**config.mk**
```make
export PLATFORM = sky130hd
export DESIGN_NAME = pred_shadow_unit
export DESIGN_NICKNAME = d
export VERILOG_FILES = /design/src/rtl/pred_shadow_pkg.sv /design/src/rtl/pred_shadow_ctrl.sv /design/src/rtl/pred_shadow_map_reg.sv /design/src/rtl/pred_shadow_decode.sv /design/src/rtl/pred_shadow_unit.sv
export SDC_FILE = /design/constraint.sdc
export NUM_CORES = 1
export LEC_CHECK = 0
export BUFFER_PORTS_ARGS = -buffer_cell sky130_fd_sc_hd__buf_2
export CAP_MARGIN = 20
export CORE_AREA = 2 2 98 100
export DETAILED_ROUTE_END_ITERATION = 6
export DIE_AREA = 0 0 100 102
export GPL_TIMING_DRIVEN = 0
export PLACE_DENSITY = 0.8
export SLEW_MARGIN = 25
export SYNTH_ARGS = -nofsm -noshare
export SYNTH_HDL_FRONTEND = slang
export SYNTH_SLANG_ARGS = --single-unit
```
**constraint.sdc**
```tcl
create_clock -name clk -period 2.09 [get_ports clk]
set_input_delay 0.209 -clock clk [delete_from_list [all_inputs] [get_ports clk]]
set_output_delay 0.209 -clock clk [all_outputs]
set_load 0.01 [all_outputs]
```
**src/rtl/pred_shadow_pkg.sv**
```systemverilog
package pred_shadow_pkg;
  typedef enum logic [1:0] {
    PS_IDLE      = 2'd0,
    PS_WAIT_MASK = 2'd1,
    PS_RESOLVE   = 2'd2
  } ps_state_e;
endpackage

```
**src/rtl/pred_shadow_ctrl.sv**
```systemverilog
module pred_shadow_ctrl
  import pred_shadow_pkg::*;
(
  input  logic clk,
  input  logic rst_n,
  input  logic alloc_valid,
  input  logic mask_valid,
  input  logic flush,
  output logic alloc_ready,
  output logic mask_ready,
  output logic busy,
  output logic alloc_fire,
  output logic decide_fire,
  output logic decide_kill_all
);
  ps_state_e state_q, state_d;

  assign alloc_ready     = (state_q == PS_IDLE);
  assign mask_ready      = (state_q == PS_WAIT_MASK);
  assign busy            = (state_q != PS_IDLE);
  assign alloc_fire      = alloc_valid && alloc_ready;
  assign decide_fire     = mask_ready && (mask_valid || flush);
  assign decide_kill_all = mask_ready && flush;

  always_comb begin
    state_d = state_q;
    unique case (state_q)
      PS_IDLE:      if (alloc_fire)  state_d = PS_WAIT_MASK;
      PS_WAIT_MASK: if (decide_fire) state_d = PS_RESOLVE;
      PS_RESOLVE:                    state_d = PS_IDLE;
      default:                       state_d = PS_IDLE;
    endcase
  end

  always_ff @(posedge clk) begin
    if (!rst_n) state_q <= PS_IDLE;
    else        state_q <= state_d;
  end

  AST_BUSY_FROM_ALLOC: assert property (@(posedge clk) disable iff (!rst_n)
    $rose(busy) |-> $past(alloc_valid));
  AST_RESOLVE_ONE_CYCLE: assert property (@(posedge clk) disable iff (!rst_n)
    (state_q == PS_RESOLVE) |=> !busy);
  AST_FLUSH_IDLE: assert property (@(posedge clk) disable iff (!rst_n)
    (!busy && flush && !alloc_valid) |=> !busy);
endmodule

```
**src/rtl/pred_shadow_map_reg.sv**
```systemverilog
module pred_shadow_map_reg #(
  parameter int NUM_ELEM = 8,
  parameter int IDX_W    = 4
) (
  input  logic                      clk,
  input  logic                      rst_n,
  input  logic                      load,
  input  logic [NUM_ELEM-1:0]       en_in,
  input  logic [NUM_ELEM*IDX_W-1:0] map_in,
  output logic [NUM_ELEM-1:0]       en_q,
  output logic [NUM_ELEM*IDX_W-1:0] map_q
);
  always_ff @(posedge clk) begin
    if (!rst_n) begin
      en_q  <= '0;
      map_q <= '0;
    end else if (load) begin
      en_q  <= en_in;
      map_q <= map_in;
    end
  end
endmodule

```
**src/rtl/pred_shadow_decode.sv**
```systemverilog
module pred_shadow_decode #(
  parameter int NUM_ELEM = 8,
  parameter int NUM_FU   = 16,
  parameter int IDX_W    = 4
) (
  input  logic [NUM_ELEM-1:0]       en,
  input  logic [NUM_ELEM*IDX_W-1:0] map,
  input  logic [NUM_ELEM-1:0]       keep,
  output logic [NUM_FU-1:0]         die_vec,
  output logic [NUM_FU-1:0]         pass_vec
);
  logic [NUM_FU-1:0] sel [NUM_ELEM];

  for (genvar e = 0; e < NUM_ELEM; e++) begin : g_elem
    always_comb begin
      sel[e] = '0;
      if (en[e]) sel[e][map[e*IDX_W +: IDX_W]] = 1'b1;
    end
  end

  always_comb begin
    die_vec  = '0;
    pass_vec = '0;
    for (int e = 0; e < NUM_ELEM; e++) begin
      if (keep[e]) pass_vec = pass_vec | sel[e];
      else         die_vec  = die_vec  | sel[e];
    end
  end
endmodule

```
**src/rtl/pred_shadow_unit.sv**
```systemverilog
module pred_shadow_unit #(
  parameter int NUM_ELEM = 8,
  parameter int NUM_FU   = 16,
  parameter int IDX_W    = (NUM_FU > 1) ? $clog2(NUM_FU) : 1
) (
  input  logic                      clk,
  input  logic                      rst_n,
  input  logic                      alloc_valid,
  output logic                      alloc_ready,
  input  logic [NUM_ELEM-1:0]       alloc_elem_en,
  input  logic [NUM_ELEM*IDX_W-1:0] alloc_map,
  input  logic                      mask_valid,
  output logic                      mask_ready,
  input  logic [NUM_ELEM-1:0]       mask_bits,
  input  logic                      flush,
  output logic                      busy,
  output logic [NUM_FU-1:0]         go_die,
  output logic [NUM_FU-1:0]         success
);
  logic alloc_fire, decide_fire, kill_all;
  logic [NUM_ELEM-1:0]       en_q;
  logic [NUM_ELEM*IDX_W-1:0] map_q;
  logic [NUM_ELEM-1:0]       keep;
  logic [NUM_FU-1:0]         die_vec, pass_vec;

  pred_shadow_ctrl u_ctrl (
    .clk(clk), .rst_n(rst_n), .alloc_valid(alloc_valid), .mask_valid(mask_valid),
    .flush(flush), .alloc_ready(alloc_ready), .mask_ready(mask_ready), .busy(busy),
    .alloc_fire(alloc_fire), .decide_fire(decide_fire), .decide_kill_all(kill_all)
  );

  pred_shadow_map_reg #(.NUM_ELEM(NUM_ELEM), .IDX_W(IDX_W)) u_map (
    .clk(clk), .rst_n(rst_n), .load(alloc_fire), .en_in(alloc_elem_en),
    .map_in(alloc_map), .en_q(en_q), .map_q(map_q)
  );

  assign keep = kill_all ? '0 : mask_bits;

  pred_shadow_decode #(.NUM_ELEM(NUM_ELEM), .NUM_FU(NUM_FU), .IDX_W(IDX_W)) u_dec (
    .en(en_q), .map(map_q), .keep(keep), .die_vec(die_vec), .pass_vec(pass_vec)
  );

  always_ff @(posedge clk) begin
    if (!rst_n) begin
      go_die  <= '0;
      success <= '0;
    end else if (decide_fire) begin
      go_die  <= die_vec;
      success <= pass_vec & ~die_vec;
    end else begin
      go_die  <= '0;
      success <= '0;
    end
  end

  AST_EXCLUSIVE: assert property (@(posedge clk) disable iff (!rst_n)
    !(|(go_die & success)));
  AST_PULSE_ONCE: assert property (@(posedge clk) disable iff (!rst_n)
    (|go_die || |success) |=> !(|go_die) && !(|success));
  AST_SUCCESS_CAUSE: assert property (@(posedge clk) disable iff (!rst_n)
    (|success) |-> $past(mask_valid && mask_ready && !flush));
  AST_DIE_CAUSE: assert property (@(posedge clk) disable iff (!rst_n)
    (|go_die) |-> $past(mask_ready && (mask_valid || flush)));
  AST_FLUSH_NO_PASS: assert property (@(posedge clk) disable iff (!rst_n)
    $past(flush && mask_ready) |-> !(|success));
endmodule

```
# Word level (Yosys, flattened, before mapping)
# Cells that the tools add are included.
# W data, S select, Z words.
[word_totals] out_inout_bits=35 wordCells=100 in_bits=53 register_bits=74
[op_classes] eq_ne=3 n_mux=44 bitwise=16 n_lt_le_gt_ge=16 n_reduce_logical=16
[ops] operator="$mux W16" n=24
[ops] operator="$or A16 B16 Y16" n=14
[ops] operator="$lt A4 B5 Y1 const B" n=8
[ops] operator="$demux W1 S4" n=8
[ops] operator="$ge A4 B1 Y1 const B" n=8
[ops] operator="$and A16 B16 Y16" n=1
[ops] operator="$not A16 Y16" n=1
[ops] operator="$logic_and A1 B1 Y1" n=11
[ops] operator="$mux W1" n=8
[ops] operator="$mux W8" n=1
[ops] operator="$mux W2" n=2
[ops] operator="$ne A2 B2 Y1 const B" n=2
[ops] operator="$pmux W2 S2" n=1
[ops] operator="$reduce_and A2 Y1" n=2
[ops] operator="$eq A2 B1 Y1 const B" n=1
[ops] operator="$logic_not A2 Y1" n=1
[ops] operator="$reduce_bool A2 Y1" n=1
[ops] operator="$logic_or A1 B1 Y1" n=1

# Depth between registers and ports, before layout
# Gate-level depths: netlist of run 1.
[depth] ltp_word=22 ltp_mapped=7 ltp_nobuf=5

# Cells and area by module
# Synthesis of run 1 repeated with hierarchy kept, for this count alone.
[unflattened] cells_unflattened=531 hier_area_um2=4699.5
[by_module_without_submodules] module="pred_shadow_decode" area_per_inst_um2=2042.0 n_inst=1 seq_area_each_um2=0.0 cells_per_inst=310
[by_module_without_submodules] module="pred_shadow_map_reg" area_per_inst_um2=1557.7 n_inst=1 seq_area_each_um2=800.8 cells_per_inst=129
[by_module_without_submodules] module="pred_shadow_unit" area_per_inst_um2=980.9 n_inst=1 seq_area_each_um2=640.6 cells_per_inst=78
[by_module_without_submodules] module="pred_shadow_ctrl" area_per_inst_um2=118.9 n_inst=1 seq_area_each_um2=40.0 cells_per_inst=14

# Least setup slack after synthesis of run 1
# OpenSTA, ideal clock, no wires.
[synth_path] path_kind="reg2reg" start="register u_ctrl.state_q[1]" end="register success[0]" arrival_time_ns=1.490 setup_time_ns=0.131 synth_period_minus_slack_ns=1.621 path_buffers=2 required_time_ns=1.959 stages_incl_launch_ff=8 path_slack_ns=0.469 path_cell_list="dfxtp_1 > nand3b_2 > buf_4 > buf_4 > nand3_1 > o22ai_1 > a2111oi_0 > nor3_1"
[synth_between] elab_chain_len=20 elab_cells_between_ends=37 cone_classes="1 x eq/ne; 17 x mux; 16 x bitwise; 3 x reduce/logical"
[synth_rtl] element="from (decl)" line_no="pred_shadow_ctrl.sv:16" source="ps_state_e state_q, state_d;"
[synth_rtl] element="from (signal assigned)" line_no="pred_shadow_ctrl.sv:37" source="else state_q <= state_d;"
[synth_rtl] element="$eq A2 B1 Y1 *" line_no="pred_shadow_ctrl.sv:19" source="assign mask_ready = (state_q == PS_WAIT_MASK);"
[synth_rtl] element="$logic_and A1 B1 Y1" line_no="pred_shadow_ctrl.sv:23" source="assign decide_kill_all = mask_ready && flush;"
[synth_rtl] element="$mux W8" line_no="pred_shadow_unit.sv:37" source="assign keep = kill_all ? '0 : mask_bits;"
[synth_rtl] element="$mux W16" line_no="pred_shadow_decode.sv:25" source="if (keep[e]) pass_vec = pass_vec | sel[e];"
[synth_rtl] element="$or A16 B16 Y16" line_no="pred_shadow_decode.sv:26" source="else die_vec = die_vec | sel[e];"
[synth_rtl] element="$mux W16" line_no="pred_shadow_decode.sv:25"
[synth_rtl] element="$or A16 B16 Y16" line_no="pred_shadow_decode.sv:26"
[synth_rtl] element="$mux W16" line_no="pred_shadow_decode.sv:25"
[synth_rtl] element="(+4 left out)"
[synth_rtl] element="$or A16 B16 Y16" line_no="pred_shadow_decode.sv:26"
[synth_rtl] element="$mux W16" line_no="pred_shadow_decode.sv:25"
[synth_rtl] element="$or A16 B16 Y16" line_no="pred_shadow_decode.sv:26"
[synth_rtl] element="$mux W16" line_no="pred_shadow_decode.sv:25"
[synth_rtl] element="$or A16 B16 Y16" line_no="pred_shadow_decode.sv:26"
[synth_rtl] element="$mux W16" line_no="pred_shadow_decode.sv:25"
[synth_rtl] element="$not A16 Y16" line_no="pred_shadow_unit.sv:49" source="success <= pass_vec & ~die_vec;"
[synth_rtl] element="$and A16 B16 Y16" line_no="pred_shadow_unit.sv:49"
[synth_rtl] element="to (signal assigned)" line_no="pred_shadow_unit.sv:49"
[synth_rtl] element="to (decl)" line_no="pred_shadow_unit.sv:18" source="output logic [NUM_FU-1:0] success"
# Mark *: on every way between the ends. The rest lies on a longest branch, timed or not.
# A chain may end at the register's enable or synchronous reset.

# Worst setup path after layout of run 1
[layout_path] start="register u_ctrl.state_q[0]" end="register success[5]"
# Same word-level chain as after synthesis.

==> results of run 1 <==
[layout make-up]
type                    count  area [um^2]
fillers                   807         3020
clock buffers               9          124
repair buffers             95          503
plain buffers              58          283
inverters                   3         11.3
multi-input cells         510         3430
flip-flops and latches     74         1480
well taps                 111          139
clock inverters             7          124
[repair_timing]
item | in CTS | in global routing
resized for setup | 5 | 24
endpoints found under the setup margin | 6 | 19
buffers inserted | 2 | 9
pin swaps | 2 | 2
[cell usage after synthesis (14+ instances only)]
library cell	count	area share (%)
buf_2	15	1.5
a22oi_1	40	5.9
a2111oi_0	14	2.4
a31oi_1	15	1.8
a21boi_0	42	6.2
a21oi_1	17	1.7
a211oi_1	54	8.0
nand2_1	109	8.0
nand3_1	26	2.6
clkbuf_1	37	2.7
dfxtp_1	74	29
nand2b_1	15	1.8
nor2_1	36	2.7
[kinds of logic after synthesis]
| logic type | synth area share (%) |
|---|---|
| AND/OR/NAND/NOR | 26.9 |
| AO/OA/AOI/OAI | 37.9 |
| flip-flops | 29.1 |
| buffers and inverters | 6.14 |
[cell usage in the layout (no fill, tap or decap), types with 13 or more instances in the layout]
| master | count |
|---|---|
| a22oi_1 | 39 |
| a21oi_1 | 15 |
| a211oi_1 | 53 |
| nor3b_2 | 13 |
| nand2b_1 | 15 |
| nand2_1 | 109 |
| dfxtp_1 | 74 |
| nand3_1 | 24 |
| buf_2 | 98 |
| a21boi_0 | 42 |
| a31oi_1 | 15 |
| nor2_1 | 35 |
| clkbuf_1 | 29 |
| buf_4 | 15 |
[state kept, by name, summed over array words and instances (netlist names)]
| signal | count |
|---|---|
| u_ctrl.state_q | 2 |
| go_die | 16 |
| u_map.map_q | 32 |
| success | 16 |
| u_map.en_q | 8 |
[where the power goes]
| part | internal (mW) | switching (mW) |
|---|---|---|
| Clock | 0.803 | 0.623 |
| Combinational | 0.200 | 0.449 |
| Sequential | 1.46 | 0.0632 |
[layer usage]
metal | wire length (um) | vias up | part of all wire, % | track usage (%)
met2 | 9180 | 600 | 40 | 65.9
met1 | 8240 | 2892 | 36 | 53.0
met5 | 0 | - | 0 | 0
li1 | - | 2713 | - | -
met4 | 2110 | 0 | 9.3 | 30.2
met3 | 3260 | 202 | 14 | 17.2
[worst max-delay path: cells and delay by family (launching register included)]
family	cells	cell delay (ns)
buffers and inverters	1	0.47
AND/OR/NAND/NOR	2	0.67
flip-flops	1	0.39
AO/OA/AOI/OAI	1	0.52
[through the flow]
stage	setup WS [ns]	std cells	hold WS, ns	utilization [%]
2_1_floorplan	0.469	652	0.354	-
3_3_place_gp	-0.304	847	0.457	62.1
3_5_place_dp	-0.142	847	0.465	62.1
4_1_cts	0.00118	864	0.0878	65.3
5_1_grt	-0.0919	867	0.0841	66.9
6_report	-0.105	867	0.0693	66.9
[path summary, 6_finish.rpt]
kind                      from              end  slack (ns)  depth (start not counted)
max          u_ctrl.state_q[0]       success[5]       -0.10                          4
min              alloc_map[26]  u_map.map_q[26]        0.07                          3
max reg2reg  u_ctrl.state_q[0]       success[5]       -0.10                          4
min reg2reg    u_map.map_q[29]  u_map.map_q[29]        0.51                          2
==> impl_metrics.ini, run 1 <==
[run_status]
status = complete, but fails checks
violations = design-rule violations, negative setup slack

[sta]
tns_ns = -0.185
max_freq_ghz = 0.456
setup_viol = 4
fin_crit_ns = 2.19
rsz0062_at_grt = yes
maxSlewViolCount = 0
finalCritPeriodShare_pct = 105
slew_headroom_pct = 30.3
worst_pin_slew_ns = 1.04
fin_worst_skew_ns = 0.0112
final.setup.worst_slack_ns = -0.105
hold_viol_final = 0

[detailed_routing]
drt_wl_total_um = 22800
first_pass_iters = 7
final_antenna_net_count = 0
wire_per_inst_um = 26.3
drc_errors = 2
avgViaCountPerCell = 7.39
first_iter_violations = 1132
num_vias = 6407

[clock_tree]
postCtsHoldBufs = 0
cts_sinks = 74
cts_buffer_depth = 2
cts_buffers = 9
htree_levels = 3
cts_tree = done
path_clk_slew_ns = 0.09
cts_root_buf = clkbuf_8
clkLatencyLatePin_ns = 0.38

[final_layout]
diodes = 0
drive_gt1_share_pct = 23.0
area_growth_pct = 19.5
nets = 804
final_cell_area_um2 = 6090

[power_and_ir_drop]
ir_drop_v = 0.000414
p_leak_nw = 2.18
power_density_nw_per_um2 = 591
power_mw = 3.60

[place]
place_hpwl_um = 16500
place_area_um2 = 5660
gp_congestion = 1.17
port_buffers = 84

[synth]
synth_edf_count = 0
async_reset_ff_share_pct = 0
syn_area_per_cell_um2 = 7.82
ys_ff_latch = 74
synth_ff_type = dfxtp_1
postSynthCellCount = 652
syn_nets = 705
synth.cell_area_um2 = 5100
seq_area_frac_synth_pct = 29.1
yosysWarnings = 0
synth.distinct_cells = 54

[die]
core_area_um2 = 9110
die_y_um = 102
start_util_pct = 55.9
fp.dieW_um = 100
io_pins = 88
dieArea_um2 = 10200
rows = 35

[setup_path]
endpoint_kind = register
path_class = reg -> reg
cp_slowest_cell = a211oi_1
path_cells = nor2b_1 > nand3b_1 > clkbuf_1 > a211oi_1
path_max_fanout = 10
crit_path_max_incr_delay_ns = 0.52
arrival_ns = 2.42
required_ns = 2.32
start_kind = register

[global_route]
grt_usage_pct = 44.3
grt_pass1_vias = 5951
antenna_found_initial = 0
grt_max_degree = 15
gr-total-overflow = 0
grt_pass1_wl_um = 33800

[min_path]
min_path_type = in -> reg

[run]
maxCapViolations = 0
Power figures use the tool's default switching activity.
==> inputs of run 2 (changes only) <==
--- a/config.mk
+++ b/config.mk
@@ -7,12 +7,13 @@
 export LEC_CHECK = 0
 export BUFFER_PORTS_ARGS = -buffer_cell sky130_fd_sc_hd__buf_2
 export CAP_MARGIN = 20
-export CORE_AREA = 2 2 98 100
+export CORE_AREA = 2 2 95 97
 export DETAILED_ROUTE_END_ITERATION = 6
-export DIE_AREA = 0 0 100 102
+export DIE_AREA = 0 0 97 99
 export GPL_TIMING_DRIVEN = 0
-export PLACE_DENSITY = 0.8
+export PLACE_DENSITY = 0.79
 export SLEW_MARGIN = 25
 export SYNTH_ARGS = -nofsm -noshare
 export SYNTH_HDL_FRONTEND = slang
+export SYNTH_HIERARCHICAL = 1
 export SYNTH_SLANG_ARGS = --single-unit
==> impl_metrics.ini, run 2 <==
[sta]
setup_viol = 26
tns_ns = -2.66
final.setup.worst_slack_ns = -0.230
finalCritPeriodShare_pct = 111
hold_viol_final = 0
slew_headroom_pct = 44.3
worst_pin_slew_ns = 0.833
fin_crit_ns = 2.32
rsz0062_at_grt = yes
maxSlewViolCount = 0
fin_worst_skew_ns = 0.0258
max_freq_ghz = 0.431

[clock_tree]
postCtsHoldBufs = 0
cts_root_buf = clkbuf_8
htree_levels = 3
path_clk_slew_ns = 0.11
cts_sinks = 74
cts_buffer_depth = 2
cts_buffers = 9
cts_tree = done
clkLatencyLatePin_ns = 0.37

[final_layout]
final_common_cell = buf_2
fillCellCount = 666
diodes = 0
largest_reg_flops = 32
top_register = u_map/map_q
top_regs = u_map/map_q x32, go_die x16, success x16
final_cell_mix = buf_2, dfxtp_1, nor2b_1
final_cell_count_no_fill = 751
regArea_um2 = 1480
multi_input_area_um2 = 3480
nets = 691
drive_gt1_share_pct = 35.5
area_growth_pct = 29.0

[place]
gp_congestion = 0.947
port_buffers = 87
place_ws_ns = -0.447
place_hpwl_um = 11800
dp_cells = 726

[synth]
synth_edf_count = 0
postSynthCellCount = 531
yosys-top-cells-count = dfxtp_1, nor2b_1, a221oi_1, o22ai_1, mux2i_1
netlist_top_cells_area = dfxtp_1, a221oi_1, nor2b_1
synth.cell_area_um2 = 4700
yosysMostFrequentCell = dfxtp_1
syn_area_per_cell_um2 = 8.85
synth.distinct_cells = 43
yosysWarnings = 6
seq_area_frac_synth_pct = 31.5
async_reset_ff_share_pct = 0
syn_nets = 584
synth_ff_type = dfxtp_1
ys_ff_latch = 74
yosysTopAreaCell = dfxtp_1
yosys.area.top_type_share_pct = 31.5

[detailed_routing]
avgViaCountPerCell = 6.80
num_vias = 5110
first_pass_iters = 7
wire_per_inst_um = 21.5
first_iter_violations = 639
drc_errors = 0
drt_wl_total_um = 16200
final_antenna_net_count = 0

[min_path]
min_path_type = in -> reg

[die]
start_util_pct = 55.0
die_y_um = 99
fp.dieW_um = 97
rows = 34
core_area_um2 = 8550
io_pins = 88
dieArea_um2 = 9600

[power_and_ir_drop]
p_leak_nw = 2.53
ir_drop_v = 0.000365
power_density_nw_per_um2 = 572

[global_route]
gr-total-overflow = 0
grt_pass1_vias = 4592
grt_pass1_wl_um = 24200
grt_usage_pct = 31.7
grt_max_degree = 16
antenna_found_initial = 1

[setup_path]
start_kind = register
required_ns = 2.34
arrival_ns = 2.57
endpoint_kind = register
path_class = reg -> reg
path_max_fanout = 8

[run_status]
violations = negative setup slack
status = complete, but fails checks

[run]
maxCapViolations = 0
-- run 2: cell types whose count changed in the layout (fill, tap and decap cells not counted), moves of 16 or more --
cell,before,now
clkbuf_1,29,10
o22ai_1,5,34
mux2i_1,0,40
nor2b_1,3,58
a21boi_0,42,0
a221oi_2,1,27
nand2_1,109,28
and4b_1,0,16
a211oi_1,53,0
-- run 2: critical path: stages (launching register included) --
cell      delay, ns
dfxtp_2        0.33
and2b_2        0.24
and2_4         0.29
nor2b_4        0.07
or4b_4         0.53
o22ai_2        0.19
a221o_1        0.17
a2111o_1       0.18
and4b_1        0.21
-- run 2: final timing paths --
path	slack, ns	end	cells past startpoint	startpoint
worst max register to register	-0.23	success[3]	8	u_ctrl/state_q[1]
worst min-delay path	0.09	u_map/map_q[15]	3	alloc_map[15]
worst min register to register	0.54	u_map/map_q[29]	2	u_map/map_q[29]
worst max-delay path	-0.23	success[3]	8	u_ctrl/state_q[1]
-- run 2: cell type report --
type                       instances  share of cell area, %
inverter                           1                 0.0619
sequential                        74                   24.5
buffer                            33                   3.90
multi-input combinational        423                   57.4
tap                              108                   2.23
clock buffer                       9                   2.04
clock inverter                     7                   1.36
timing repair buffer              96                   8.48
-- run 2: stage by stage --
stage          hold slack [ns]  cell area, um^2  total power, mW  util [%]
2_1_floorplan            0.352             4720             1.97         -
3_3_place_gp             0.461             5290             2.14      61.8
3_5_place_dp             0.472             5290             2.15      61.8
4_1_cts                 0.0885             5620             3.39      65.7
5_1_grt                  0.105             6060             3.59      70.9
6_report                0.0880             6060             3.47      70.9
-- run 2: cell families after synthesis --
logic type	share of synthesized area [%]
muxes	8.52
AOI/OAI and AO/OA	21.2
and+or+nand+nor	33.6
DFF	31.5
buffers and inverters	5.11
-- run 2: what timing repair did --
action,4_1_cts,5_1_grt
setup endpoints to repair,32,32
resized for setup,21,73
setup buffers,5,4
pin swaps,6,26
endpoints found under the hold margin,0,0
-- run 2: per-layer routing --
metal / track usage, % / up-vias / share of wire [%]
met5: 0 / - / 0.087
met4: 12.7 / 2 / 3.8
met3: 7.23 / 73 / 10
met2: 49.8 / 341 / 45
met1: 42.4 / 2409 / 41
li1: - / 2285 / -
-- run 2: report_power, final --
group / total (mW) / internal [mW] / switching [mW]
combinational: 0.671 / 0.297 / 0.373
clock: 1.23 / 0.573 / 0.660
sequential: 1.56 / 1.47 / 0.0984
total: 3.47 / 2.34 / 1.13
